<file path="config.mk">
export PLATFORM = sky130hd
export DESIGN_NAME = modem_flow_ctrl
export DESIGN_NICKNAME = d
export VERILOG_FILES = /design/src/rtl/mfc_pkg.sv /design/src/rtl/mfc_sync.sv /design/src/rtl/mfc_rx_throttle.sv /design/src/rtl/mfc_tx_gate.sv /design/src/rtl/modem_flow_ctrl.sv
export SDC_FILE = /design/constraint.sdc
export NUM_CORES = 1
export LEC_CHECK = 0
export BUFFER_PORTS_ARGS = -buffer_cell sky130_fd_sc_hd__clkbuf_2
export CAP_MARGIN = 20
export CORE_MARGIN = 4
export CORE_UTILIZATION = 45
export CTS_CLUSTER_SIZE = 24
export DETAILED_ROUTE_END_ITERATION = 8
export PLACE_DENSITY = 0.66
export SETUP_SLACK_MARGIN = 0.05
export SLEW_MARGIN = 15
export SYNTH_ARGS = -nofsm -noshare
export SYNTH_HDL_FRONTEND = slang
export SYNTH_SLANG_ARGS = --single-unit
</file>
<file path="constraint.sdc">
create_clock -name clk -period 2.2 [get_ports clk]
set_clock_uncertainty 0.05 [all_clocks]
set_input_delay 0.44 -clock clk [delete_from_list [all_inputs] [get_ports clk]]
set_output_delay 0.44 -clock clk [all_outputs]
set_load 0.1 [all_outputs]
</file>
<file path="src/rtl/mfc_pkg.sv">
package mfc_pkg;
   // register select codes
   localparam logic [2:0] ADDR_FEAT = 3'd0;
   localparam logic [2:0] ADDR_MCTL = 3'd1;
   localparam logic [2:0] ADDR_IEN  = 3'd2;
   localparam logic [2:0] ADDR_HI   = 3'd3;
   localparam logic [2:0] ADDR_LO   = 3'd4;

   // bit positions inside each register
   localparam int FEAT_AUTO_IN  = 7;
   localparam int FEAT_AUTO_OUT = 6;
   localparam int FEAT_IRQ_MST  = 4;
   localparam int MCTL_DTR      = 0;
   localparam int MCTL_RTS      = 1;
   localparam int MCTL_PAIR     = 2;
   localparam int IEN_CLR       = 7;
   localparam int IEN_REQ       = 6;

   typedef struct packed {
      logic auto_in;
      logic auto_out;
      logic irq_master;
      logic pair_dtr;
      logic man_dtr;
      logic man_rts;
      logic ien_clr;
      logic ien_req;
   } mfc_ctrl_t;
endpackage

</file>
<file path="src/rtl/mfc_sync.sv">
module mfc_sync #(
   parameter int   WIDTH   = 2,
   parameter int   STAGES  = 2,
   parameter logic RST_VAL = 1'b1
) (
   input  logic             clk,
   input  logic             rst_n,
   input  logic [WIDTH-1:0] d_i,
   output logic [WIDTH-1:0] q_o
);
   logic [STAGES-1:0][WIDTH-1:0] chain;

   generate
      if (STAGES < 2) begin : g_bad_stages
         $error("mfc_sync needs at least two stages");
      end
   endgenerate

   always_ff @(posedge clk or negedge rst_n) begin
      if (!rst_n) chain <= {STAGES{{WIDTH{RST_VAL}}}};
      else        chain <= {chain[STAGES-2:0], d_i};
   end

   assign q_o = chain[STAGES-1];
endmodule

</file>
<file path="src/rtl/mfc_rx_throttle.sv">
module mfc_rx_throttle #(
   parameter int LVL_W = 5
) (
   input  logic             clk,
   input  logic             rst_n,
   input  logic [LVL_W-1:0] level_i,
   input  logic [LVL_W-1:0] hi_i,
   input  logic [LVL_W-1:0] lo_i,
   output logic             block_o
);
   always_ff @(posedge clk or negedge rst_n) begin
      if (!rst_n)                block_o <= 1'b0;
      else if (level_i >= hi_i)  block_o <= 1'b1;
      else if (level_i <= lo_i)  block_o <= 1'b0;
   end


   hold_block_chk: assert property (@(posedge clk) disable iff (!rst_n)
      (block_o && level_i > lo_i) |=> block_o);

   hold_open_chk: assert property (@(posedge clk) disable iff (!rst_n)
      (!block_o && level_i < hi_i) |=> !block_o);
endmodule

</file>
<file path="src/rtl/mfc_tx_gate.sv">
module mfc_tx_gate (
   input  logic clk,
   input  logic rst_n,
   input  logic enable_i,
   input  logic clr_hi_i,
   input  logic tx_active_i,
   input  logic char_done_i,
   output logic allow_o
);
   logic halt_q;

   always_ff @(posedge clk or negedge rst_n) begin
      if (!rst_n)                           halt_q <= 1'b0;
      else if (!enable_i || !clr_hi_i)      halt_q <= 1'b0;
      else if (!tx_active_i || char_done_i) halt_q <= 1'b1;
   end

   assign allow_o = !halt_q;


   mid_char_hold_chk: assert property (@(posedge clk) disable iff (!rst_n)
      (allow_o && tx_active_i && !char_done_i) |=> allow_o);

   resume_chk: assert property (@(posedge clk) disable iff (!rst_n)
      !clr_hi_i |=> allow_o);

   disabled_pass_chk: assert property (@(posedge clk) disable iff (!rst_n)
      !enable_i |=> allow_o);
endmodule

</file>
<file path="src/rtl/modem_flow_ctrl.sv">
module modem_flow_ctrl
   import mfc_pkg::*;
#(
   parameter int LVL_W       = 5,
   parameter int SYNC_STAGES = 2,
   parameter int HI_DEFAULT  = 12,
   parameter int LO_DEFAULT  = 4
) (
   input  logic             clk,
   input  logic             rst_n,
   input  logic             reg_we,
   input  logic [2:0]       reg_addr,
   input  logic [7:0]       reg_wdata,
   input  logic             msr_rd,
   input  logic [LVL_W-1:0] rx_level,
   input  logic             tx_active,
   input  logic             tx_char_done,
   input  logic             cts_n,
   input  logic             dsr_n,
   output logic             rts_n,
   output logic             dtr_n,
   output logic             tx_allow,
   output logic             flow_irq
);
   localparam logic [LVL_W-1:0] HI_RST = LVL_W'(HI_DEFAULT);
   localparam logic [LVL_W-1:0] LO_RST = LVL_W'(LO_DEFAULT);

   generate
      if (LVL_W < 1 || LVL_W > 8) begin : g_bad_width
         $error("LVL_W must lie in 1..8");
      end
      if (LO_DEFAULT >= HI_DEFAULT) begin : g_bad_thr
         $error("lower threshold default must be below upper");
      end
   endgenerate

   mfc_ctrl_t        ctrl;
   logic [LVL_W-1:0] hi_thr, lo_thr;

   always_ff @(posedge clk or negedge rst_n) begin
      if (!rst_n) begin
         ctrl   <= '0;
         hi_thr <= HI_RST;
         lo_thr <= LO_RST;
      end else if (reg_we) begin
         case (reg_addr)
            ADDR_FEAT: begin
               ctrl.auto_in    <= reg_wdata[FEAT_AUTO_IN];
               ctrl.auto_out   <= reg_wdata[FEAT_AUTO_OUT];
               ctrl.irq_master <= reg_wdata[FEAT_IRQ_MST];
            end
            ADDR_MCTL: begin
               ctrl.man_dtr  <= reg_wdata[MCTL_DTR];
               ctrl.man_rts  <= reg_wdata[MCTL_RTS];
               ctrl.pair_dtr <= reg_wdata[MCTL_PAIR];
            end
            ADDR_IEN: begin
               ctrl.ien_clr <= reg_wdata[IEN_CLR];
               ctrl.ien_req <= reg_wdata[IEN_REQ];
            end
            ADDR_HI: hi_thr <= reg_wdata[LVL_W-1:0];
            ADDR_LO: lo_thr <= reg_wdata[LVL_W-1:0];
            default: ;
         endcase
      end
   end

   wire unused_wdata = ^reg_wdata;

   // clear inputs: bit 0 = cts, bit 1 = dsr, high means deasserted
   logic [1:0] clr_sync;
   mfc_sync #(.WIDTH(2), .STAGES(SYNC_STAGES), .RST_VAL(1'b1)) u_sync (
      .clk   (clk),
      .rst_n (rst_n),
      .d_i   ({dsr_n, cts_n}),
      .q_o   (clr_sync)
   );

   logic clr_sel_hi;
   assign clr_sel_hi = ctrl.pair_dtr ? clr_sync[1] : clr_sync[0];

   logic rx_block;
   mfc_rx_throttle #(.LVL_W(LVL_W)) u_throttle (
      .clk     (clk),
      .rst_n   (rst_n),
      .level_i (rx_level),
      .hi_i    (hi_thr),
      .lo_i    (lo_thr),
      .block_o (rx_block)
   );

   logic rts_hold, dtr_hold;
   assign rts_hold = ctrl.auto_out && ctrl.man_rts && !ctrl.pair_dtr && rx_block;
   assign dtr_hold = ctrl.auto_out && ctrl.man_dtr &&  ctrl.pair_dtr && rx_block;
   assign rts_n    = !(ctrl.man_rts && !rts_hold);
   assign dtr_n    = !(ctrl.man_dtr && !dtr_hold);

   mfc_tx_gate u_gate (
      .clk         (clk),
      .rst_n       (rst_n),
      .enable_i    (ctrl.auto_in),
      .clr_hi_i    (clr_sel_hi),
      .tx_active_i (tx_active),
      .char_done_i (tx_char_done),
      .allow_o     (tx_allow)
   );

   // deassertion edge detection for both selected lines
   logic req_sel_n, req_prev, clr_prev;
   assign req_sel_n = ctrl.pair_dtr ? dtr_n : rts_n;

   always_ff @(posedge clk or negedge rst_n) begin
      if (!rst_n) begin
         req_prev <= 1'b1;
         clr_prev <= 1'b1;
      end else begin
         req_prev <= req_sel_n;
         clr_prev <= clr_sel_hi;
      end
   end

   logic set_evt;
   assign set_evt = ctrl.irq_master &&
                    ((ctrl.ien_clr && clr_sel_hi && !clr_prev) ||
                     (ctrl.ien_req && req_sel_n && !req_prev));

   always_ff @(posedge clk or negedge rst_n) begin
      if (!rst_n)       flow_irq <= 1'b0;
      else if (set_evt) flow_irq <= 1'b1;
      else if (msr_rd)  flow_irq <= 1'b0;
   end


   no_master_chk: assert property (@(posedge clk) disable iff (!rst_n)
      (!ctrl.irq_master && !flow_irq) |=> !flow_irq);

   rd_clear_chk: assert property (@(posedge clk) disable iff (!rst_n)
      (msr_rd && !ctrl.irq_master) |=> !flow_irq);

   manual_off_chk: assert property (@(posedge clk) disable iff (!rst_n)
      (!ctrl.man_rts && !ctrl.man_dtr) |-> (rts_n && dtr_n));
endmodule

</file>
==> results.json, run 1 <==
{
  "numClockSinks": 27,
  "fin_crit_ns": 1.92,
  "slew_headroom_pct": 56.1,
  "dr.pass1.iters": 3,
  "core.rowCount": 19,
  "cts_root_buf": "clkbuf_4",
  "syn_inst": 108,
  "dpl_cell_area_um2": 1480,
  "dr.first_iter.drc_count": 28,
  "power.total_mw": 1.32,
  "p_per_area_nw_per_um2": 874,
  "grt_pass1_vias": 845,
  "worstPathMaxFanout": 5,
  "multi_input_area_um2": 561,
  "most-common-layout-cells": "26 x clkbuf_2, 18 x dfrtp_1, 16 x inv_1, 11 x nand2_1, 11 x mux2_2",
  "die_h_um": 61.8,
  "slew_viol_final": 0,
  "yosys_warnings": 0,
  "ys_types": 24,
  "cts_buffer_depth": 2,
  "setup_viol": 0,
  "final_common_cell": "clkbuf_2",
  "clk_latency_ns": 0.33,
  "post_cts.repair.setup_buffers": 0,
  "tightestPinTransition_ns": 0.658,
  "via_count": 860,
  "vdd_ir_drop_max_v": 0.000694,
  "end_kind": "output port",
  "synth_seq_area_share_pct": 52.7,
  "cts_tree": "done",
  "viasPerCell": 5.06,
  "synth-seq-cells": 27,
  "antenna_left": 0,
  "wl_mm": 2.30,
  "rsz0062_at_grt": "false",
  "cts-resized-gates": 0,
  "reg2reg_depth": 6,
  "routabilityCongestion": 0.750,
  "worstSetupPathType": "flip-flop to output port",
  "remaining_drc_errors": 0,
  "initial_core_util_pct": 47.3,
  "area_growth_pct": 16.1,
  "clkTransAtPathRegs_ns": 0.14,
  "netlist_area_um2": 1300,
  "core_um2": 2760,
  "grt_util_all_layers_pct": 14.1,
  "tns_ns": 0,
  "crit_arrival_ns": 1.43,
  "design.die.area_um2": 3820,
  "die_x_um": 61.8,
  "nFillCells": 244,
  "max_freq_mhz": 521,
  "grt_first_pass_wirelength_mm": 3.87,
  "cts_hold_buffers": 0,
  "hp-class": "input pin to asynchronous set/reset pin",
  "critPathLaunchType": "flip-flop",
  "design_area_um2": 1510,
  "seq_area_um2": 687,
  "fin_crit_sh_pct": 87.2,
  "cap_viol_max_count": 0,
  "dp_hpwl_mm": 1.85,
  "n_antenna_cell": 0,
  "io_pins": 28,
  "wl_per_cell_um": 13.5,
  "drive_gt1_share_pct": 43.9,
  "cts_buffers": 3,
  "grt_overflow": 0,
  "hold_viol": 0,
  "h-tree-depth": 1,
  "syn-num-nets": 142,
  "syn_avg_cell_area_um2": 12.1,
  "reg2reg_slack_ns": 0.64,
  "grt_max_degree": 28,
  "nets": 174,
  "antenna_found_initial": 0,
  "cp.required_ns": 1.71,
  "status": "finished, final reports clean",
  "numPortBuffers": 26,
  "leakagePower_nw": 0.747
}
-- cell families (layout without fill, tap and decap cells) --
logic type                 after synthesis  after routing  share of synthesized area [%]
AOI/OAI and AO/OA                       16             16                           7.20
adders and majority gates               10             10                           9.60
buffers and inverters                   16             47                           4.61
DFF                                     27             27                           52.7
muxes                                   15             15                           14.1
and+or+nand+nor                         24             24                           11.8
-- state kept, by name, indices dropped and copies added (netlist names) --
name	flops
u_throttle.block_o	1
lo_thr	5
hi_thr	5
req_prev	1
flow_irq	1
u_sync.q_o	2
ctrl	8
u_gate.halt_q	1
u_sync.chain	2
clr_prev	1
-- synth_stat cells, drive strengths merged --
library cell / n / area, µm²
dfrtp: 18 / 450
inv: 16 / 60.1
mux2: 15 / 184
nand2: 11 / 41.3
ha: 10 / 125
dfstp: 9 / 236
o21ai: 9 / 45.0
nand3: 3 / 20.0
nor2: 3 / 11.3
a21oi: 2 / 10.0
and3b: 2 / 21.3
nor3: 2 / 21.3
a211oi: 1 / 7.51
a31oi: 1 / 6.26
nand4: 1 / 6.26
nor2b: 1 / 13.8
nor3b: 1 / 18.8
o221ai: 1 / 8.76
o22ai: 1 / 6.26
o311a: 1 / 10.0
-- worst paths after layout --
path / endpoint / from
worst min-delay path: ctrl[0] / rst_n
worst max register to register: u_throttle.block_o / lo_thr[2]
max in group asynchronous: ctrl[7] / rst_n
worst min register to register: u_sync.q_o[0] / u_sync.chain[0]
min in group clk: u_sync.chain[1] / dsr_n
worst max-delay path: rts_n / ctrl[4]
-- routing by layer --
layer	global-route usage [%]	vias up	wire length [µm]
li1	-	433	-
met5	0	-	0
met4	6.36	0	38
met1	18.1	405	1040
met3	2.69	5	117
met2	23.0	17	1100
-- layout make-up --
class                      count  area share [%]
inverter                      16            3.97
clock buffer                   3            1.49
sequential                    27            45.4
tap                           31            2.56
multi-input combinational     65            37.0
timing repair buffer          27            9.09
clock inverter                 1           0.496
-- critical path: stages, from the launching register on --
cell      delay, ns
dfrtp_1        0.47
o21ai_2        0.16
clkbuf_2       0.47
-- per-stage QoR --
step	util [%]	std cells	hold WS (ns)	setup WS, ns
global placement	53.8	166	0.295	0.584
finish	54.9	170	0.0606	0.281
floorplan	-	108	0.0944	0.443
detailed placement	53.8	166	0.297	0.549
global route	54.9	170	0.0816	0.187
CTS	54.9	170	0.0731	0.260
-- power breakdown --
| part | internal, mW | switching [mW] | leakage [nW] | total, mW |
|---|---|---|---|---|
| registers | 0.615 | 0.0544 | 0.313 | 0.669 |
| clock network | 0.0696 | 0.148 | 0.0139 | 0.217 |
| logic | 0.157 | 0.280 | 0.420 | 0.437 |
| total | 0.841 | 0.482 | 0.747 | 1.32 |
(Power assumes the default switching activity.)
==> run 2: changes to the inputs <==
PLACE_DENSITY = 0.74   (was 0.66)
RECOVER_POWER = 50   (was not set)
==> run 2 against run 1 <==
  * First-iteration DRC count decreased by 61%
  * Clock power about the same
  * Maximum frequency decreased by 2.0%
  * Register-to-register slack got worse by 0.07 ns
  * Clock-buffer cell count did not move
  * Worst setup slack lost 0.039 ns
  * Combinational power rose by 1%
  * Sequential power about the same
  * Sequential cell count stayed put
  * Routed wire length grew 2.6%
  * Global-route usage rose by 0.28 points
  * Via count fell by 0.81%
  * Critical path type unchanged
  * Largest cell class unchanged
  * Largest power group unchanged
  * Highest routed layer unchanged
==> results.json, run 2 (synthesis gave the netlist of run 1 again) <==
{
  "numClockSinks": 27,
  "drive_gt1_share_pct": 42.8,
  "nets": 173,
  "cts_tree": "done",
  "max_freq_mhz": 511,
  "cp.required_ns": 1.71,
  "seq_area_um2": 687,
  "comb_power_share_pct": 33.2,
  "grt_overflow": 0,
  "io_pins": 28,
  "setup_viol": 0,
  "cap_viol_max_count": 0,
  "worstSetupPathType": "flip-flop to output port",
  "wl_per_cell_um": 13.9,
  "area_growth_pct": 15.5,
  "h-tree-depth": 1,
  "remaining_drc_errors": 0,
  "cts_buffers": 3,
  "grt_max_degree": 28,
  "grt_pass1_vias": 930,
  "reg_top3": "ctrl: 8 flops, hi_thr: 5 flops, lo_thr: 5 flops",
  "hp-class": "input pin to flip-flop",
  "initial_core_util_pct": 47.3,
  "dp_hpwl_mm": 1.94,
  "cts_root_buf": "clkbuf_4",
  "cts-resized-gates": 0,
  "intPower_mw": 0.841,
  "slowest_delay_ns": 0.49,
  "antenna_found_initial": 0,
  "grt_util_all_layers_pct": 14.4,
  "seq_power_share_pct": 50.5,
  "post_cts.repair.setup_buffers": 0,
  "n_antenna_cell": 0,
  "core.rowCount": 19,
  "worstPathMaxFanout": 5,
  "largest_register_ff_count": 8,
  "cts_buffer_depth": 2,
  "fin_crit_sh_pct": 89.0,
  "fin_hold_ws_ns": 0.126,
  "reg2reg_slack_ns": 0.57,
  "core_um2": 2760,
  "tns_ns": 0,
  "p_per_area_nw_per_um2": 885,
  "via_count": 853,
  "rsz0062_at_grt": "false",
  "dr.pass1.iters": 4,
  "vdd_ir_drop_max_v": 0.000572,
  "power.total_mw": 1.33,
  "die_x_um": 61.8,
  "crit_arrival_ns": 1.47,
  "status": "finished, final reports clean",
  "wl_mm": 2.36,
  "path_cells": "o21ai_2 -> clkbuf_2",
  "final_common_cell": "clkbuf_2",
  "cpMaxStageDelayCell": "dfrtp_1",
  "nFillCells": 234,
  "slew_headroom_pct": 10.5,
  "numPortBuffers": 26,
  "dr.first_iter.drc_count": 11,
  "most-common-layout-cells": "25 x clkbuf_2, 18 x dfrtp_1, 16 x inv_1, 11 x nand2_1, 11 x mux2_2",
  "critPathLaunchType": "flip-flop",
  "routabilityCongestion": 0.916,
  "cp_top_family": "flip-flops",
  "switching_share_pct": 36.8,
  "end_kind": "output port",
  "p_clk_share_pct": 16.3,
  "hold_viol": 0,
  "die_h_um": 61.8,
  "design.die.area_um2": 3820,
  "clk_latency_ns": 0.32,
  "viasPerCell": 5.05,
  "power_switching_mw": 0.491,
  "tightestPinTransition_ns": 1.34,
  "clkTransAtPathRegs_ns": 0.15,
  "multi_input_area_um2": 561,
  "grt_first_pass_wirelength_mm": 4.04,
  "top_register": "ctrl",
  "cts_hold_buffers": 0,
  "leakagePower_nw": 0.739,
  "slew_viol_final": 0,
  "antenna_left": 0,
  "fin_crit_ns": 1.96,
  "cp.buffers_inverters": 1
}
## run 2: changes by cell type in the layout (fill, tap and decap cells not counted)
| cell | previous run | this run |
|---|---|---|
| buf_4 | 1 | 0 |
| clkbuf_1 | 0 | 1 |
| clkbuf_2 | 26 | 25 |
## run 2: metal layers
metal | vias up | global-route usage, % | share of wire, %
li1 | 428 | - | -
met1 | 405 | 18.2 | 43
met2 | 16 | 25.1 | 51
met3 | 4 | 2.07 | 3.8
met4 | 0 | 4.85 | 1.7
met5 | - | 0 | 0
## run 2: through the flow
step                      utilization, %  instance area (µm²)  setup slack [ns]  instances
after CTS                           54.6                 1510             0.228        169
after floorplan                        -                 1310             0.443        108
after global routing                54.6                 1510             0.176        169
after global placement              53.5                 1480             0.592        165
final                               54.6                 1510             0.242        169
after detailed placement            53.5                 1480             0.539        165
## run 2: power by group through the flow
stage                     Combinational, mW  Sequential, mW  Clock (mW)
after floorplan                       0.305           0.702           0
final                                 0.442           0.672       0.217
after CTS                             0.449           0.673       0.228
after global placement                0.425           0.676           0
after detailed placement              0.447           0.684           0
after global routing                  0.495           0.686       0.246
## run 2: layout make-up
class	instances	share of cell area (%)
flip-flops and latches	27	45.6
clock buffers	3	1.50
inverters	16	3.99
well taps	31	2.58
repair buffers	26	8.56
multi-input cells	65	37.2
clock inverters	1	0.499
## run 2: path summary, 6_finish.rpt
kind,start,cells past startpoint,to
min in group asynchronous,rst_n,1,u_gate.halt_q
setup / recovery,ctrl[4],2,rts_n
max in group asynchronous,rst_n,1,u_throttle.block_o
setup reg to reg,lo_thr[2],6,u_throttle.block_o
hold reg to reg,u_sync.chain[0],0,u_sync.q_o[0]
hold / removal,dsr_n,1,u_sync.chain[1]
## run 2: worst register-to-register path, cell delays in order (launching register included)
cell	delay (ns)
dfstp_2	0.54
inv_1	0.05
ha_1	0.29
nand4_1	0.13
nor2_1	0.07
a211oi_1	0.24
o221ai_1	0.15
==> run 3: changes to the inputs <==
CELL_PAD_IN_SITES_DETAIL_PLACEMENT = 0   (was not set)
CELL_PAD_IN_SITES_GLOBAL_PLACEMENT = 2   (was not set)
CORE_UTILIZATION = 37   (was 45)
GPL_TIMING_DRIVEN = 1   (was not set)
PLACE_DENSITY = 0.88   (was 0.74)
==> run 3 against run 2 <==
  * First-iteration DRC count increased by 18%
  * Die area increased by 19%
  * Via count rose by 0.70%
  * Critical path type unchanged
  * Largest cell class unchanged
==> results.json, run 3 (synthesis gave the netlist of run 1 again) <==
{
  "vdd_ir_drop_max_v": 0.000291,
  "core.rowCount": 21,
  "r2r_end": "u_throttle.block_o",
  "largest_register_ff_count": 8,
  "cap_viol_max_count": 0,
  "end_kind": "output port",
  "numClockSinks": 27,
  "cp.required_ns": 1.71,
  "hp-class": "input pin to flip-flop",
  "leakagePower_nw": 0.742,
  "reg2reg_slack_ns": 0.60,
  "numPortBuffers": 26,
  "crit_end": "dtr_n",
  "p_per_area_nw_per_um2": 862,
  "antenna_found_initial": 0,
  "via_count": 859,
  "dp_hpwl_mm": 1.87,
  "h-tree-depth": 1,
  "setup_viol": 0,
  "cts-resized-gates": 0,
  "dr.first_iter.drc_count": 13,
  "rr_startpoint": "lo_thr[2]",
  "top_register": "ctrl",
  "cts_hold_buffers": 0,
  "remaining_drc_errors": 0,
  "clk_latency_ns": 0.31,
  "crit_arrival_ns": 1.43,
  "tns_ns": 0,
  "area_growth_pct": 16.7,
  "max_freq_mhz": 521,
  "power.total_mw": 1.31,
  "wl_mm": 2.27,
  "cts_buffer_depth": 2,
  "fin_util_pct": 45.2,
  "n_antenna_cell": 0,
  "initial_core_util_pct": 38.8,
  "grt_overflow": 0,
  "hold_viol": 0,
  "die_h_um": 67.4,
  "fin_crit_ns": 1.92,
  "slew_headroom_pct": 6.59,
  "cts_root_buf": "clkbuf_4",
  "grt_max_degree": 28,
  "cts_tree": "done",
  "status": "finished, final reports clean",
  "routabilityCongestion": 0.787,
  "die_x_um": 67.4,
  "tightestPinTransition_ns": 1.40,
  "dpl_cell_area_um2": 1500,
  "core_um2": 3360,
  "dr.pass1.iters": 2,
  "post_cts.repair.setup_buffers": 0,
  "grt_util_all_layers_pct": 10.9,
  "drive_gt1_share_pct": 42.8,
  "worstPathMaxFanout": 5,
  "design_area_um2": 1520,
  "slew_viol_final": 0,
  "grt_pass1_vias": 825,
  "critPathLaunchType": "flip-flop",
  "nets": 173,
  "clkTransAtPathRegs_ns": 0.14,
  "design.die.area_um2": 4540,
  "antenna_left": 0,
  "viasPerCell": 4.67,
  "grt_first_pass_wirelength_mm": 3.73,
  "reg_top3": "ctrl: 8 flops, hi_thr: 5 flops, lo_thr: 5 flops",
  "wl_per_cell_um": 12.3,
  "rsz0062_at_grt": "false",
  "fin_hold_ws_ns": 0.137,
  "most-common-layout-cells": "25 x clkbuf_2, 18 x dfrtp_1, 16 x inv_1, 11 x nand2_1, 11 x mux2_2",
  "final_common_cell": "clkbuf_2",
  "fin_crit_sh_pct": 87.2,
  "cts_buffers": 3,
  "crit_start": "ctrl[4]",
  "worstSetupPathType": "flip-flop to output port",
  "reg2reg_depth": 6,
  "io_pins": 28
}
[run 3: changes by cell type in the layout (fill, tap and decap cells not counted)]
cell | previous run | this run
clkinvlp_4 | 1 | 0
clkinv_2 | 0 | 1
[run 3: worst min path at each step]
stage	startpoint	to	slack, ns	cells past startpoint
2_1_floorplan	rst_n	ctrl[0]	0.09	0
3_3_place_gp	u_sync.chain[1]	u_sync.q_o[1]	0.30	0
3_5_place_dp	u_sync.chain[0]	u_sync.q_o[0]	0.30	0
4_1_cts	rst_n	flow_irq	0.08	1
5_1_grt	cts_n	u_sync.chain[0]	0.09	1
6_report	cts_n	u_sync.chain[0]	0.14	1
[run 3: critical path, stage by stage (launching register included)]
cell	delay [ns]
dfrtp_1	0.48
nand3_1	0.11
nand2_1	0.08
clkbuf_2	0.45
[run 3: cell type report]
type                       count  area, µm²
fill                         357       1840
sequential                    27        687
multi-input combinational     65        561
timing repair buffer          26        129
inverter                      16       60.1
tap                           46       57.6
clock buffer                   3       22.5
clock inverter                 1       5.00
[run 3: power by group]
part | switching [mW] | total [mW] | internal (mW)
combinational | 0.280 | 0.437 | 0.157
sequential | 0.0550 | 0.670 | 0.615
clock | 0.137 | 0.205 | 0.0680
total | 0.472 | 1.31 | 0.839
[run 3: layer usage]
metal | share of wire, % | wire, µm | global-route usage [%]
met5 | 0 | 0 | 0
met4 | 0.35 | 8 | 4.56
met3 | 3.3 | 74 | 2.33
met2 | 50 | 1130 | 16.7
met1 | 47 | 1060 | 15.0
[run 3: metrics by stage]
stage          worst slack [ns]  cells
6_report                  0.282    184
2_1_floorplan             0.443    108
5_1_grt                   0.177    184
3_3_place_gp              0.564    180
4_1_cts                   0.251    184
3_5_place_dp              0.511    180
